--- config.mk ---
export PLATFORM = sky130hd
export DESIGN_NAME = pwm_timebase
export DESIGN_NICKNAME = d
export VERILOG_FILES = /design/src/rtl/pwmtb_pkg.sv /design/src/rtl/pwmtb_rst_sync.sv /design/src/rtl/pwmtb_cfg_regs.sv /design/src/rtl/pwmtb_div.sv /design/src/rtl/pwmtb_counter.sv /design/src/rtl/pwm_timebase.sv
export SDC_FILE = /design/constraint.sdc
export NUM_CORES = 1
export LEC_CHECK = 0
export ABC_AREA = 1
export BUFFER_PORTS_ARGS = -buffer_cell sky130_fd_sc_hd__buf_2
export CAP_MARGIN = 25
export CORE_ASPECT_RATIO = 0.6
export CORE_UTILIZATION = 50
export DETAILED_ROUTE_END_ITERATION = 16
export GPL_TIMING_DRIVEN = 0
export HOLD_SLACK_MARGIN = 0.08
export PLACE_DENSITY = 0.68
export SKIP_CTS_REPAIR_TIMING = 1
export SYNTH_ARGS = -nofsm -noshare
export SYNTH_HDL_FRONTEND = slang
export SYNTH_SLANG_ARGS = --single-unit
--- constraint.sdc ---
create_clock -name clk -period 4.5 [get_ports clk]
set_input_delay 0.9 -clock clk [delete_from_list [all_inputs] [get_ports clk]]
set_output_delay 0.9 -clock clk [all_outputs]
set_load 0.02 [all_outputs]
--- src/rtl/pwmtb_pkg.sv ---
`timescale 1ns/1ps
package pwmtb_pkg;

  typedef enum logic [1:0] {
    CM_UP   = 2'd0,
    CM_DOWN = 2'd1,
    CM_UPDN = 2'd2,
    CM_RSVD = 2'd3
  } cnt_mode_e;

  localparam int unsigned CFG_AW = 3;

  localparam logic [CFG_AW-1:0] A_CTRL   = 3'd0;
  localparam logic [CFG_AW-1:0] A_MODE   = 3'd1;
  localparam logic [CFG_AW-1:0] A_PER    = 3'd2;
  localparam logic [CFG_AW-1:0] A_PHASE  = 3'd3;
  localparam logic [CFG_AW-1:0] A_SYNCEN = 3'd4;
  localparam logic [CFG_AW-1:0] A_PRE_SH = 3'd5;
  localparam logic [CFG_AW-1:0] A_PRE_TM = 3'd6;

  localparam int unsigned CTRL_START_BIT = 0;
  localparam int unsigned CTRL_STOP_BIT  = 1;

endpackage

--- src/rtl/pwmtb_rst_sync.sv ---
`timescale 1ns/1ps
module pwmtb_rst_sync #(
  parameter int unsigned STAGES = 2
) (
  input  logic clk,
  input  logic rst_n,
  output logic rst_sn
);

  logic [STAGES-1:0] sh_q;
  logic [STAGES-1:0] sh_d;

  always_comb begin
    sh_d = {sh_q[STAGES-2:0], 1'b1};
  end

  always_ff @(posedge clk or negedge rst_n) begin
    if (!rst_n) begin
      sh_q <= '0;
    end else begin
      sh_q <= sh_d;
    end
  end

  assign rst_sn = sh_q[STAGES-1];

endmodule

--- src/rtl/pwmtb_cfg_regs.sv ---
`timescale 1ns/1ps
module pwmtb_cfg_regs
  import pwmtb_pkg::*;
#(
  parameter int unsigned CNT_W      = 16,
  parameter int unsigned PRE_W      = 8,
  parameter int unsigned RST_PERIOD = 255
) (
  input  logic              clk,
  input  logic              rst_n,
  input  logic              we_i,
  input  logic [CFG_AW-1:0] addr_i,
  input  logic [CNT_W-1:0]  wdata_i,
  output cnt_mode_e         mode_o,
  output logic [CNT_W-1:0]  per_sh_o,
  output logic [CNT_W-1:0]  phase_o,
  output logic              sync_en_o,
  output logic [PRE_W-1:0]  pre_sh_o,
  output logic [PRE_W-1:0]  pre_tm_o,
  output logic              start_o,
  output logic              stop_o
);

  localparam logic [CNT_W-1:0] PER_RST = CNT_W'(RST_PERIOD);

  cnt_mode_e        mode_q, mode_d;
  logic [CNT_W-1:0] per_q, per_d;
  logic [CNT_W-1:0] ph_q, ph_d;
  logic             sen_q, sen_d;
  logic [PRE_W-1:0] psh_q, psh_d;
  logic [PRE_W-1:0] ptm_q, ptm_d;

  logic ctrl_wr;

  always_comb begin
    mode_d  = mode_q;
    per_d   = per_q;
    ph_d    = ph_q;
    sen_d   = sen_q;
    psh_d   = psh_q;
    ptm_d   = ptm_q;
    ctrl_wr = 1'b0;
    if (we_i) begin
      unique case (addr_i)
        A_CTRL:   ctrl_wr = 1'b1;
        A_MODE:   mode_d  = cnt_mode_e'(wdata_i[1:0]);
        A_PER:    per_d   = wdata_i;
        A_PHASE:  ph_d    = wdata_i;
        A_SYNCEN: sen_d   = wdata_i[0];
        A_PRE_SH: psh_d   = wdata_i[PRE_W-1:0];
        A_PRE_TM: ptm_d   = wdata_i[PRE_W-1:0];
        default:  ;
      endcase
    end
  end

  always_ff @(posedge clk or negedge rst_n) begin
    if (!rst_n) begin
      mode_q <= CM_UP;
      per_q  <= PER_RST;
      ph_q   <= '0;
      sen_q  <= 1'b0;
      psh_q  <= '0;
      ptm_q  <= '0;
    end else begin
      mode_q <= mode_d;
      per_q  <= per_d;
      ph_q   <= ph_d;
      sen_q  <= sen_d;
      psh_q  <= psh_d;
      ptm_q  <= ptm_d;
    end
  end

  assign start_o   = ctrl_wr & wdata_i[CTRL_START_BIT];
  assign stop_o    = ctrl_wr & wdata_i[CTRL_STOP_BIT];
  assign mode_o    = mode_q;
  assign per_sh_o  = per_q;
  assign phase_o   = ph_q;
  assign sync_en_o = sen_q;
  assign pre_sh_o  = psh_q;
  assign pre_tm_o  = ptm_q;

  AST_PER_WRITE: assert property (@(posedge clk) disable iff (!rst_n)
    (we_i && addr_i == A_PER) |=> per_sh_o == $past(wdata_i));

endmodule

--- src/rtl/pwmtb_div.sv ---
`timescale 1ns/1ps
module pwmtb_div #(
  parameter int unsigned W = 8
) (
  input  logic         clk,
  input  logic         rst_n,
  input  logic         clr_i,
  input  logic         en_i,
  input  logic [W-1:0] lim_i,
  output logic         tick_o
);

  logic [W-1:0] q_q, q_d;
  logic         at_lim;

  assign at_lim = (q_q >= lim_i);

  always_comb begin
    if (clr_i) begin
      q_d = '0;
    end else if (en_i) begin
      q_d = at_lim ? '0 : q_q + 1'b1;
    end else begin
      q_d = q_q;
    end
  end

  always_ff @(posedge clk or negedge rst_n) begin
    if (!rst_n) begin
      q_q <= '0;
    end else begin
      q_q <= q_d;
    end
  end

  assign tick_o = en_i & ~clr_i & at_lim;

  AST_DIV_GAP: assert property (@(posedge clk) disable iff (!rst_n)
    (tick_o && lim_i != '0) |=> (!tick_o || lim_i != $past(lim_i)));

endmodule

--- src/rtl/pwmtb_counter.sv ---
`timescale 1ns/1ps
module pwmtb_counter
  import pwmtb_pkg::*;
#(
  parameter int unsigned CNT_W      = 16,
  parameter int unsigned RST_PERIOD = 255
) (
  input  logic             clk,
  input  logic             rst_n,
  input  logic             start_i,
  input  logic             stop_i,
  input  logic             tick_i,
  input  cnt_mode_e        mode_i,
  input  logic [CNT_W-1:0] per_sh_i,
  input  logic [CNT_W-1:0] phase_i,
  input  logic             sync_en_i,
  input  logic             sync_i,
  output logic             run_o,
  output logic [CNT_W-1:0] cnt_o,
  output logic             zero_evt_o,
  output logic             per_evt_o,
  output logic             dir_down_o
);

  localparam logic [CNT_W-1:0] PER_RST = CNT_W'(RST_PERIOD);

  logic             run_q, run_d;
  logic [CNT_W-1:0] cnt_q, cnt_d;
  logic [CNT_W-1:0] per_act_q, per_act_d;
  logic             dn_q, dn_d;
  logic             zero_q, zero_d;
  logic             pev_q, pev_d;

  logic             sync_ld;
  logic             adv;
  logic [CNT_W-1:0] step;
  logic             dn_step;

  assign sync_ld = run_q & sync_en_i & sync_i;
  assign adv     = run_q & tick_i & ~sync_ld;

  // next count for one tick, per mode
  always_comb begin
    step    = cnt_q;
    dn_step = dn_q;
    unique case (mode_i)
      CM_DOWN: begin
        step    = (cnt_q == '0) ? per_act_q : cnt_q - 1'b1;
        dn_step = 1'b0;
      end
      CM_UPDN: begin
        if (!dn_q) begin
          if (cnt_q >= per_act_q) begin
            if (cnt_q == '0) begin
              step = '0;
            end else begin
              step    = cnt_q - 1'b1;
              dn_step = 1'b1;
            end
          end else begin
            step = cnt_q + 1'b1;
          end
        end else begin
          if (cnt_q == '0) begin
            dn_step = 1'b0;
            step    = (per_act_q == '0) ? '0 : CNT_W'(1);
          end else begin
            step = cnt_q - 1'b1;
          end
        end
      end
      default: begin
        step    = (cnt_q >= per_act_q) ? '0 : cnt_q + 1'b1;
        dn_step = 1'b0;
      end
    endcase
  end

  always_comb begin
    run_d = run_q;
    if (stop_i) begin
      run_d = 1'b0;
    end else if (start_i) begin
      run_d = 1'b1;
    end

    if (sync_ld) begin
      cnt_d = phase_i;
    end else if (adv) begin
      cnt_d = step;
    end else begin
      cnt_d = cnt_q;
    end

    if (mode_i != CM_UPDN) begin
      dn_d = 1'b0;
    end else if (adv) begin
      dn_d = dn_step;
    end else begin
      dn_d = dn_q;
    end

    if (!run_q || (adv && step == '0)) begin
      per_act_d = per_sh_i;
    end else begin
      per_act_d = per_act_q;
    end

    zero_d = adv & (step == '0);
    pev_d  = adv & (step == per_act_q);
  end

  always_ff @(posedge clk or negedge rst_n) begin
    if (!rst_n) begin
      run_q     <= 1'b0;
      cnt_q     <= '0;
      per_act_q <= PER_RST;
      dn_q      <= 1'b0;
      zero_q    <= 1'b0;
      pev_q     <= 1'b0;
    end else begin
      run_q     <= run_d;
      cnt_q     <= cnt_d;
      per_act_q <= per_act_d;
      dn_q      <= dn_d;
      zero_q    <= zero_d;
      pev_q     <= pev_d;
    end
  end

  assign run_o      = run_q;
  assign cnt_o      = cnt_q;
  assign zero_evt_o = zero_q;
  assign per_evt_o  = pev_q;
  assign dir_down_o = (mode_i == CM_DOWN) | dn_q;

  AST_STOP_WINS: assert property (@(posedge clk) disable iff (!rst_n)
    stop_i |=> !run_q);
  AST_HOLD_STOPPED: assert property (@(posedge clk) disable iff (!rst_n)
    !run_q |=> $stable(cnt_q));
  AST_QUIET_STOPPED: assert property (@(posedge clk) disable iff (!rst_n)
    !run_q |=> (!zero_q && !pev_q));
  AST_ZERO_AT_ZERO: assert property (@(posedge clk) disable iff (!rst_n)
    zero_q |-> cnt_q == '0);
  AST_ZERO_ONE_CLK: assert property (@(posedge clk) disable iff (!rst_n)
    (zero_q && per_act_q != '0) |=> !zero_q);
  AST_PER_AT_PER: assert property (@(posedge clk) disable iff (!rst_n)
    pev_q |-> cnt_q == $past(per_act_q));
  AST_SYNC_LOAD: assert property (@(posedge clk) disable iff (!rst_n)
    (run_q && sync_en_i && sync_i) |=> cnt_q == $past(phase_i));
  AST_SHADOW_SWAP: assert property (@(posedge clk) disable iff (!rst_n)
    (per_act_q != $past(per_act_q)) |-> (cnt_q == '0 || !$past(run_q)));
  AST_UP_STEP: assert property (@(posedge clk) disable iff (!rst_n)
    (adv && mode_i == CM_UP && cnt_q < per_act_q) |=> cnt_q == $past(cnt_q) + 1'b1);
  AST_DOWN_STEP: assert property (@(posedge clk) disable iff (!rst_n)
    (adv && mode_i == CM_DOWN && cnt_q != '0) |=> cnt_q == $past(cnt_q) - 1'b1);

endmodule

--- src/rtl/pwm_timebase.sv ---
`timescale 1ns/1ps
module pwm_timebase
  import pwmtb_pkg::*;
#(
  parameter int unsigned CNT_W      = 16,
  parameter int unsigned PRE_W      = 8,
  parameter int unsigned RST_PERIOD = 255
) (
  input  logic             clk,
  input  logic             rst_n,
  input  logic             cfg_we,
  input  logic [2:0]       cfg_addr,
  input  logic [CNT_W-1:0] cfg_wdata,
  input  logic             sync_in,
  output logic [CNT_W-1:0] cnt_o,
  output logic             zero_evt_o,
  output logic             period_evt_o,
  output logic             dir_down_o
);

  localparam int unsigned NUM_DIV = 2;

  logic             rst_sn;
  cnt_mode_e        mode;
  logic [CNT_W-1:0] per_sh;
  logic [CNT_W-1:0] phase;
  logic             sync_en;
  logic [PRE_W-1:0] pre_sh;
  logic [PRE_W-1:0] pre_tm;
  logic             start_p;
  logic             stop_p;
  logic             run;
  logic [NUM_DIV:0] stg_en;
  logic [PRE_W-1:0] stg_lim [NUM_DIV];

  pwmtb_rst_sync #(.STAGES(2)) u_rst (
    .clk    (clk),
    .rst_n  (rst_n),
    .rst_sn (rst_sn)
  );

  pwmtb_cfg_regs #(
    .CNT_W      (CNT_W),
    .PRE_W      (PRE_W),
    .RST_PERIOD (RST_PERIOD)
  ) u_cfg (
    .clk       (clk),
    .rst_n     (rst_sn),
    .we_i      (cfg_we),
    .addr_i    (cfg_addr),
    .wdata_i   (cfg_wdata),
    .mode_o    (mode),
    .per_sh_o  (per_sh),
    .phase_o   (phase),
    .sync_en_o (sync_en),
    .pre_sh_o  (pre_sh),
    .pre_tm_o  (pre_tm),
    .start_o   (start_p),
    .stop_o    (stop_p)
  );

  // divider chain: shared stage first, then the timer's own stage
  assign stg_en[0]  = run;
  assign stg_lim[0] = pre_sh;
  assign stg_lim[1] = pre_tm;

  for (genvar g = 0; g < NUM_DIV; g++) begin : g_div
    pwmtb_div #(.W(PRE_W)) u_div (
      .clk    (clk),
      .rst_n  (rst_sn),
      .clr_i  (~run),
      .en_i   (stg_en[g]),
      .lim_i  (stg_lim[g]),
      .tick_o (stg_en[g+1])
    );
  end

  pwmtb_counter #(
    .CNT_W      (CNT_W),
    .RST_PERIOD (RST_PERIOD)
  ) u_cnt (
    .clk        (clk),
    .rst_n      (rst_sn),
    .start_i    (start_p),
    .stop_i     (stop_p),
    .tick_i     (stg_en[NUM_DIV]),
    .mode_i     (mode),
    .per_sh_i   (per_sh),
    .phase_i    (phase),
    .sync_en_i  (sync_en),
    .sync_i     (sync_in),
    .run_o      (run),
    .cnt_o      (cnt_o),
    .zero_evt_o (zero_evt_o),
    .per_evt_o  (period_evt_o),
    .dir_down_o (dir_down_o)
  );

  AST_NO_TICK_STOPPED: assert property (@(posedge clk) disable iff (!rst_sn)
    !run |-> !stg_en[NUM_DIV]);

endmodule

Word-level counts from Yosys, hierarchy flattened
Cells that the tools add are included.
{"block": "totals", "regBits": 105, "elab_cells": 87, "in_bits": 23, "output_inout_bits": 19}
{"block": "classes", "bitwise": 13, "magnitude_cmp": 3, "addsub": 4, "n_reduce_logical": 16, "n_mux": 25, "n_eq_ne": 11}
{"op": "16-bit 2-to-1 mux", "n": 8}
{"op": "16-bit zero test", "n": 3}
{"op": "8-bit 2-to-1 mux", "n": 5}
{"op": "16-bit case mux with 2 select lines", "n": 1}
{"op": "16-bit by 1-bit adder with 16-bit output (second input constant)", "n": 1}
{"op": "8-bit by 1-bit adder with 8-bit output (second input constant)", "n": 2}
{"op": "16-bit equality test", "n": 1}
{"op": "16-bit greater-or-equal comparator", "n": 1}
{"op": "8-bit greater-or-equal comparator", "n": 2}
{"op": "16-bit by 1-bit subtractor with 16-bit output (second input constant)", "n": 1}
{"op": "2-bit AND reduction", "n": 6}
{"op": "1-bit bitwise AND", "n": 11}
{"op": "1-bit 2-to-1 mux", "n": 11}
{"op": "3-bit equality test (second input constant)", "n": 3}
{"op": "3-bit by 2-bit equality test with 1-bit output (second input constant)", "n": 2}
{"op": "2-bit nonzero test", "n": 3}
{"op": "2-bit != test (second input constant)", "n": 2}
{"op": "3-bit by 1-bit equality test with 1-bit output (second input constant)", "n": 1}
{"op": "3-bit zero test", "n": 1}
{"op": "2-bit by 1-bit equality test with 1-bit output (second input constant)", "n": 1}
{"op": "2-bit equality test (second input constant)", "n": 1}
{"op": "1-bit logical AND", "n": 1}
{"op": "1-bit zero test", "n": 1}
{"op": "1-bit logical OR", "n": 1}
{"op": "2 further kinds", "n": 2}

Logic depth before layout (Yosys ltp)
Gate-level depths: netlist (run 1).
{"block": "logic_depth", "word_depth": 8, "depth_mapped": 24, "ltp_nobuf": 23}

Modules after synthesis
A second synthesis (run 1) with hierarchy kept.
{"block": "hier_totals", "cells_unflattened": 1089, "hier_area_um2": 7480.9}
{"mod": "pwmtb_counter", "seq_area_each_um2": 910.9, "cells_per_inst": 614, "area_each_um2": 3860.0, "n_inst": 1}
{"mod": "pwmtb_cfg_regs", "seq_area_each_um2": 1286.2, "cells_per_inst": 239, "area_each_um2": 2067.0, "n_inst": 1}
{"mod": "pwmtb_div", "seq_area_each_um2": 200.2, "cells_per_inst": 116, "area_each_um2": 748.2, "n_inst": 2}
{"mod": "pwmtb_rst_sync", "seq_area_each_um2": 50.0, "cells_per_inst": 3, "area_each_um2": 53.8, "n_inst": 1}
{"mod": "pwm_timebase", "seq_area_each_um2": 0.0, "cells_per_inst": 1, "area_each_um2": 3.8, "n_inst": 1}

Worst setup path after synthesis (run 1)
No wires, ideal clock.
{"block": "synth_timing", "path_type": "register -> register", "startpoint": "reg u_cnt.cnt_q[0], in the netlist u_cnt.cnt_o[0]", "endpoint": "reg u_cnt.per_act_q[10]", "path_stages_with_launch": 20, "arrival_ps": 2610, "setup_ps": 117, "required_ps": 4383, "period_less_slack_ps": 2727, "path_buffers": 2, "setup_slack_ps": 1773, "cell_sequence": "dfrtp_1 -> inv_1 -> ha_1 -> nand4_1 -> nor2_1 -> nor2_1 -> nand2_1 -> nand2_2 -> buf_2 -> nand3_1 -> nand2_1 -> nand2_1 -> nand2_1 -> a21oi_2 -> nand3_2 -> nor2_2 -> nand3_4 -> buf_2 -> nand3_1 -> nand2_1"}
{"block": "synth_between", "elab_chain_len": 8, "word_cells_on_any_way": 14, "classes_between": "2 x add/sub; 1 x order compare; 7 x mux; 4 x reduce/logical"}
{"element": "from (decl)", "line": "pwmtb_counter.sv:28", "rtl": "logic [CNT_W-1:0] cnt_q, cnt_d;"}
{"element": "from (signal assigned)", "line": "pwmtb_counter.sv:123", "rtl": "cnt_q <= cnt_d;"}
{"element": "16-bit by 1-bit subtractor with 16-bit output / 16-bit zero test (equally long branches)"}
{"element": "16-bit 2-to-1 mux", "line": "pwmtb_counter.sv:54", "rtl": "if (cnt_q == '0) begin"}
{"element": "16-bit 2-to-1 mux", "line": "pwmtb_counter.sv:53", "rtl": "if (cnt_q >= per_act_q) begin"}
{"element": "16-bit 2-to-1 mux", "line": "pwmtb_counter.sv:52", "rtl": "if (!dn_q) begin"}
{"element": "16-bit case mux with 2 select lines *", "line": "pwmtb_counter.sv:46", "rtl": "unique case (mode_i)"}
{"element": "16-bit zero test *", "line": "pwmtb_counter.sv:103", "rtl": "if (!run_q || (adv && step == '0)) begin"}
{"element": "1-bit logical AND *", "line": "pwmtb_counter.sv:103"}
{"element": "1-bit logical OR *", "line": "pwmtb_counter.sv:103"}
{"element": "to (signal assigned)", "line": "pwmtb_counter.sv:124", "rtl": "per_act_q <= per_act_d;"}
{"element": "to (decl)", "line": "pwmtb_counter.sv:29", "rtl": "logic [CNT_W-1:0] per_act_q, per_act_d;"}
Every way passes the cells marked *; elsewhere a longest branch is shown, timed or not.
A chain may end at the register's enable or synchronous reset.

Worst setup path in the final report (run 1)
{"block": "layout_timing", "startpoint": "reg u_cnt.cnt_q[0], in the netlist u_cnt.cnt_o[0]", "endpoint": "reg u_cnt.per_act_q[14]"}
Same word-level chain as after synthesis.

==> impl_metrics.py, run 1 <==
metrics = {
    "run_status": {
        "status": "finished clean",
    },
    "logic_synthesis": {
        "synth_fp_nets": 1047,
        "synth_top_area_cell": "dfrtp_1",
        "synth_cells": 985,
        "avgSynthCellArea_um2": 7.20,
        "yosysSeqAreaShare_pct": 37.3,
        "synth_top_area_share_pct": 31.4,
        "synth.area.top_cells": "dfrtp_1 (31%), nand2_1 (16%), ha_1 (6.9%)",
        "synth_area_mm2": 0.00709,
        "synthDistinctLibCells": 40,
        "yosys_warnings": 0,
        "ys_seq_elements": 105,
    },
    "grt": {
        "antenna_found_initial": 0,
        "grt_pass1_wl_um": 34400,
        "grt_pass1_vias": 6105,
        "grtUsageTotal_pct": 31.7,
        "grt-ovfl-total": 0,
        "grt_max_degree": 72,
    },
    "finish": {
        "final_cell_mix": "nand2_1 (301), inv_1 (114), dfrtp_1 (88), o21ai_0 (80), nand3_1 (74)",
        "drive_above_1_share_pct": 14.7,
        "fill_cells": 1333,
        "nets": 1101,
        "num_antenna_cells": 0,
        "mostFrequentLayoutCell": "nand2_1",
        "areaGrowthSynthToFinish_pct": 11.3,
    },
    "routing": {
        "vias": 6821,
        "ant_nets": 0,
        "dr.pass1.iters": 5,
        "wl_per_cell_um": 17.4,
        "drc": 0,
        "wl_um": 21600,
        "drt_iter0_markers": 820,
        "vias_per_cell": 5.52,
    },
    "timing": {
        "worstMarginPinSlew_ns": 0.930,
        "timing.final.crit_share_pct": 81.6,
        "rsz0062_at_grt": "no",
        "maxSlewViolCount": 0,
        "fin_hold_ws_ns": 0.287,
        "max_freq_ghz": 0.272,
        "setup_viol": 0,
        "setup_tns_ns": 0,
        "skew_ns": 0.0106,
        "period_needed_ns": 3.67,
        "hold_viol_final": 0,
        "maxSlewHeadroom_pct": 37.8,
    },
    "placement": {
        "place_congestion": 1.01,
        "portBuffers": 41,
        "post-dp-hpwl_um": 17100,
    },
    "die": {
        "initial_utilization_pct": 51.6,
        "die_w_um": 156,
        "io-pin-count": 42,
        "die_area_mm2": 0.0147,
        "rows": 33,
        "fp.coreArea_mm2": 0.0137,
        "die_h_um": 94.3,
    },
    "clock_network": {
        "cts_buffer_depth": 2,
        "clock-root-buffer": "clkbuf_16",
        "cts_buffers": 9,
        "cts_tree": "yes",
        "htree_levels": 3,
        "cts.sinks": 105,
        "clk_pin_slew_ns": 0.07,
        "clk_latency_ns": 0.35,
    },
    "setup_path": {
        "startpoint_type": "flop",
        "path_class": "flop to flop",
        "crit_fanout": 10,
        "crit_path_end_kind": "flop",
        "crit_required_ns": 4.74,
        "cp_data_arrival_time_ns": 3.91,
    },
    "pwr": {
        "p_total_mw": 5.66,
        "power_leakage_nw": 4.00,
        "power-per-cell-area_mw_per_mm2": 717,
        "peakVddDrop_mv": 0.332,
    },
    "hold_path": {
        "hold_path_class": "flop to async pin",
    },
    "run": {
        "drv_cap": 0,
    },
}
-- metrics by stage --
step / utilization, % / cell area, um^2 / setup slack [ns] / instances
after CTS: 57.4 / 7900 / 1.01 / 1236
after detailed placement: 55.1 / 7570 / 1.03 / 1220
after global placement: 54.8 / 7540 / 0.203 / 1218
final: 57.4 / 7900 / 0.828 / 1236
after global routing: 57.4 / 7900 / 0.626 / 1236
after floorplan: - / 7090 / 1.39 / 985
-- routing by layer --
metal / part of all wire (%) / global-route usage [%]
met5: 0 / 0
met4: 0.79 / 5.23
met3: 12 / 9.23
met2: 35 / 38.9
met1: 52 / 52.4
-- path summary, 6_finish.rpt --
kind	cells after the start	slack, ns	to	startpoint
setup / recovery	20	0.83	u_cnt.per_act_q[14]	u_cnt.cnt_o[0]
max in group asynchronous	1	3.47	u_cnt.per_act_q[3]	u_rst.sh_q[1]
setup reg to reg	20	0.83	u_cnt.per_act_q[14]	u_cnt.cnt_o[0]
hold reg to reg	0	0.29	u_cfg.phase_o[9]	u_rst.sh_q[1]
hold / removal	0	0.29	u_cfg.phase_o[9]	u_rst.sh_q[1]
min in group clk	0	0.35	u_rst.sh_q[1]	u_rst.sh_q[0]
-- critical path, stage by stage (launching register included) --
cell and delay [ns]:
dfrtp_1 0.58, inv_1 0.29, ha_1 0.37, nand4_1 0.09, nor2_1 0.09, nor2_1 0.04, nand2_1 0.19, nand2_2 0.11
nand2_2 0.19, inv_2 0.05, nand2_1 0.13, nand2_1 0.17, nand3_1 0.13, nand2_1 0.13, a21oi_1 0.18, nand2_1 0.11
nor2_2 0.13, nand3_4 0.15, buf_2 0.24, nand3_1 0.09, nand2_1 0.06
-- synth_stat cells, drive strengths merged --
cell type	instances
nand3	80
inv	125
clkinv	1
nand2	321
a21oi	29
xor2	16
o21ai	91
o22ai	8
o211ai	6
a31oi	1
nor3	12
nand4	19
o41ai	1
xnor2	1
conb	1
o2111ai	2
dfstp	16
buf	13
clkbuf	20
nor2	77
nor4	4
a21boi	1
dfrtp	89
o221ai	10
ha	39
or2	2
-- area by class of cell --
cell class	instances	area, um^2	share of cell area, %
Multi-Input combinational cell	721	3780	47.9
Sequential cell	105	2650	33.6
Inverter	126	478	6.05
Clock buffer	12	246	3.12
Tap cell	192	240	3.04
Timing Repair Buffer	43	238	3.01
Buffer	33	188	2.38
Clock inverter	4	76.3	0.966
-- registers in the layout (all words and copies together) (netlist names), 2 cells and up --
name	cells
u_cfg.pre_sh_o	8
u_cfg.per_sh_o	16
u_cnt.cnt_o	16
u_cfg.mode_o	2
u_cfg.pre_tm_o	8
u_rst.sh_q	2
u_cfg.phase_o	16
g_div.u_div.q_q	16
u_cnt.per_act_q	16
-- cells by family (layout without fill, tap and decap cells) --
| logic type | after synthesis | in the layout | share of synthesized area [%] |
|---|---|---|---|
| fa+ha+maj | 39 | 39 | 6.88 |
| simple gates | 515 | 515 | 32.4 |
| xor+xnor | 17 | 17 | 2.10 |
| compound gates | 149 | 149 | 11.8 |
| buf+inv | 159 | 218 | 9.38 |
| other cells | 1 | 1 | 0.0529 |
| flops | 105 | 105 | 37.3 |
-- report_power, final --
group / total, mW / switching (mW) / internal, mW
registers: 1.51 / 0.317 / 1.19
clock network: 0.853 / 0.348 / 0.506
logic: 3.29 / 2.24 / 1.05
total: 5.66 / 2.91 / 2.75
(Power assumes the default switching activity.)
==> inputs of run 2 (changes only) <==
ABC_AREA = 0   (was 1)
PLACE_DENSITY = 0.7   (was 0.68)
clock period = 3.33 ns   (was 4.5 ns; I/O delays follow)
==> run 2 against run 1 <==
- the run now ends with setup timing left
- maximum frequency shrank 6.2%
- cell count shrank 28%
- via count shrank 19%
- clock-buffer cell count shrank 3
- combinational power grew 25%
- worst setup slack lost 1.4 ns
- critical endpoint is now u_cnt.per_evt_o
- largest power group unchanged
==> impl_metrics.py, run 2 <==
metrics = {
    "setup_path": {
        "cp_common_cell": "or4_4",
        "path_class": "flop to flop",
        "crit_required_ns": 3.58,
        "cp_data_arrival_time_ns": 4.16,
        "ff2ff_path_depth": 12,
        "crit_slowest_cell": "or4b_4",
        "cpPeakStageDelay_ns": 0.55,
        "crit_fanout": 9,
        "crit_chain": "buf_6, or4b_4, or4_4, buf_12, nor2_4, nand2_1, o211ai_1, a21oi_2, xnor2_2, nand3_1, or4_4, nor4_4",
        "startpoint_type": "flop",
        "crit_path_end_kind": "flop",
        "cp.depth": 12,
        "crit_family": "simple AND/OR/NAND/NOR gates",
        "cp_num_buf_inv": 2,
    },
    "logic_synthesis": {
        "synthFlopType": "dfrtp_1",
        "yosys_warnings": 0,
        "synth.area.top_cells": "dfrtp_1 (34%), mux2_2 (9.7%), ha_1 (7.5%)",
        "synthDistinctLibCells": 67,
        "ys_seq_elements": 105,
        "avgSynthCellArea_um2": 10.2,
        "synth_fp_nets": 700,
        "synth_enable_flop_cells": 0,
        "synth_area_mm2": 0.00653,
        "yosysSeqAreaShare_pct": 40.6,
        "synth_top_area_share_pct": 34.1,
        "yosysMostFrequentCell": "dfrtp_1",
        "synth_cells": 638,
        "ys_top_cells_by_count": "dfrtp_1 (89), mux2_2 (56), inv_1 (41), nand2_1 (41), ha_1 (39)",
        "synth_top_area_cell": "dfrtp_1",
        "async_flop_share_pct": 100,
    },
    "routing": {
        "drt_iter0_markers": 484,
        "vias_per_cell": 6.22,
        "dr.pass1.iters": 5,
        "vias": 5556,
        "wl_met2_um": 7740,
        "wl_per_cell_um": 22.6,
        "drc": 0,
        "met3WireLength_um": 2270,
        "wl_met1_um": 9980,
        "ant_nets": 0,
        "wl_um": 20200,
        "routed.top_layer": "met4",
    },
    "timing": {
        "fin_hold_ws_ns": 0.295,
        "worstMarginPinSlew_ns": 0.764,
        "hold_viol_final": 0,
        "rsz0062_at_grt": "yes",
        "maxSlewViolCount": 0,
        "skew_ns": 0.0111,
        "maxSlewHeadroom_pct": 48.9,
        "setup_ws_ns": -0.583,
        "timing.final.crit_share_pct": 118,
        "max_freq_ghz": 0.256,
        "period_needed_ns": 3.91,
        "setup_viol": 17,
    },
    "pwr": {
        "power-per-cell-area_mw_per_mm2": 931,
        "peakVddDrop_mv": 0.508,
        "power_leakage_nw": 3.46,
    },
    "finish": {
        "multi_input_area_mm2": 0.00382,
        "nets": 785,
        "seqCellArea_mm2": 0.00267,
        "fill_cells": 1012,
        "mostFrequentLayoutCell": "dfrtp_1",
        "areaGrowthSynthToFinish_pct": 20.9,
        "num_antenna_cells": 0,
        "drive_above_1_share_pct": 35.4,
        "final_cell_mix": "dfrtp_1 (72), mux2_2 (56), buf_2 (41), nand2_1 (40), inv_1 (37)",
    },
    "run_status": {
        "violations": "setup timing",
        "status": "finished, violations left",
    },
    "die": {
        "die_h_um": 90.5,
        "rows": 31,
        "initial_utilization_pct": 52.7,
        "die_area_mm2": 0.0135,
        "die_w_um": 149,
        "io-pin-count": 42,
        "fp.coreArea_mm2": 0.0124,
    },
    "grt": {
        "antenna_found_initial": 0,
        "grt-ovfl-total": 0,
        "grt_pass1_vias": 5118,
        "grt_pass1_wl_um": 30300,
        "grt_max_degree": 71,
        "grtUsageTotal_pct": 30.5,
    },
    "placement": {
        "place_congestion": 0.987,
        "post-dp-hpwl_um": 15100,
        "dp_slack_ns": -0.945,
        "portBuffers": 39,
    },
    "clock_network": {
        "cts_tree": "yes",
        "clk_latency_ns": 0.36,
        "clock-root-buffer": "clkbuf_16",
        "htree_levels": 3,
        "cts_buffers": 9,
        "cts.sinks": 105,
        "clk_pin_slew_ns": 0.08,
        "cts_buffer_depth": 2,
    },
    "run": {
        "drv_cap": 0,
    },
    "hold_path": {
        "hold_path_class": "flop to async pin",
    },
}
## run 2: layer usage
layer / global-route usage, % / vias up
met3: 9.65 / 20
met5: 0 / -
met2: 38.7 / 307
met4: 5.95 / 0
met1: 49.0 / 2744
li1: - / 2485
## run 2: path summary, 6_finish.rpt
path	slack, ns	to	from
max	-0.58	u_cnt.per_evt_o	u_cnt.cnt_o[15]
min	0.30	g_div[0].u_div.q_q[7]	u_rst.sh_q[1]
max reg2reg	-0.58	u_cnt.per_evt_o	u_cnt.cnt_o[15]
min reg2reg	0.30	g_div[0].u_div.q_q[7]	u_rst.sh_q[1]
max in group asynchronous	2.27	u_cfg.per_sh_o[1]	u_rst.sh_q[1]
min in group clk	0.36	u_rst.sh_q[1]	u_rst.sh_q[0]
## run 2: layout make-up
class	instances	area share (%)
Clock buffer	9	2.85
Buffer	27	2.35
Tap cell	165	2.62
Multi-Input combinational cell	463	48.4
Sequential cell	105	33.9
Clock inverter	7	1.19
Inverter	41	1.98
Timing Repair Buffer	76	6.74
## run 2: kinds of logic (layout without fill, tap and decap cells)
logic type               count (synthesis)  count (layout)  share of synthesized area, %
multiplexers                            69              69                          12.4
XOR/XNOR                                43              43                          5.77
flip-flops                             105             105                          40.6
other                                    1               1                        0.0575
AO/OA/AOI/OAI                          121             121                          12.9
AND/OR/NAND/NOR                        190             190                          16.1
buffers and inverters                   70             160                          4.68
adder cells (fa/ha/maj)                 39              39                          7.48
## run 2: power by group
part	internal [mW]	total (mW)	switching, mW
Combinational	1.80	4.12	2.32
Sequential	1.67	2.09	0.421
Clock	0.606	1.13	0.529
Total	4.07	7.34	3.27
## run 2: per-stage QoR
| step | TNS [ns] | instances | utilization (%) | power (mW) | instance area, um^2 |
|---|---|---|---|---|---|
| 6_report | -8.98 | 893 | 63.8 | 7.34 | 7890 |
| 4_1_cts | -18.79 | 860 | 59.5 | 6.60 | 7360 |
| 2_1_floorplan | -1.73 | 638 | - | 4.37 | 6600 |
| 5_1_grt | -9.75 | 893 | 63.8 | 7.70 | 7890 |
| 3_5_place_dp | -17.66 | 844 | 56.9 | 5.44 | 7040 |
| 3_3_place_gp | -93.14 | 842 | 56.6 | 5.38 | 7000 |
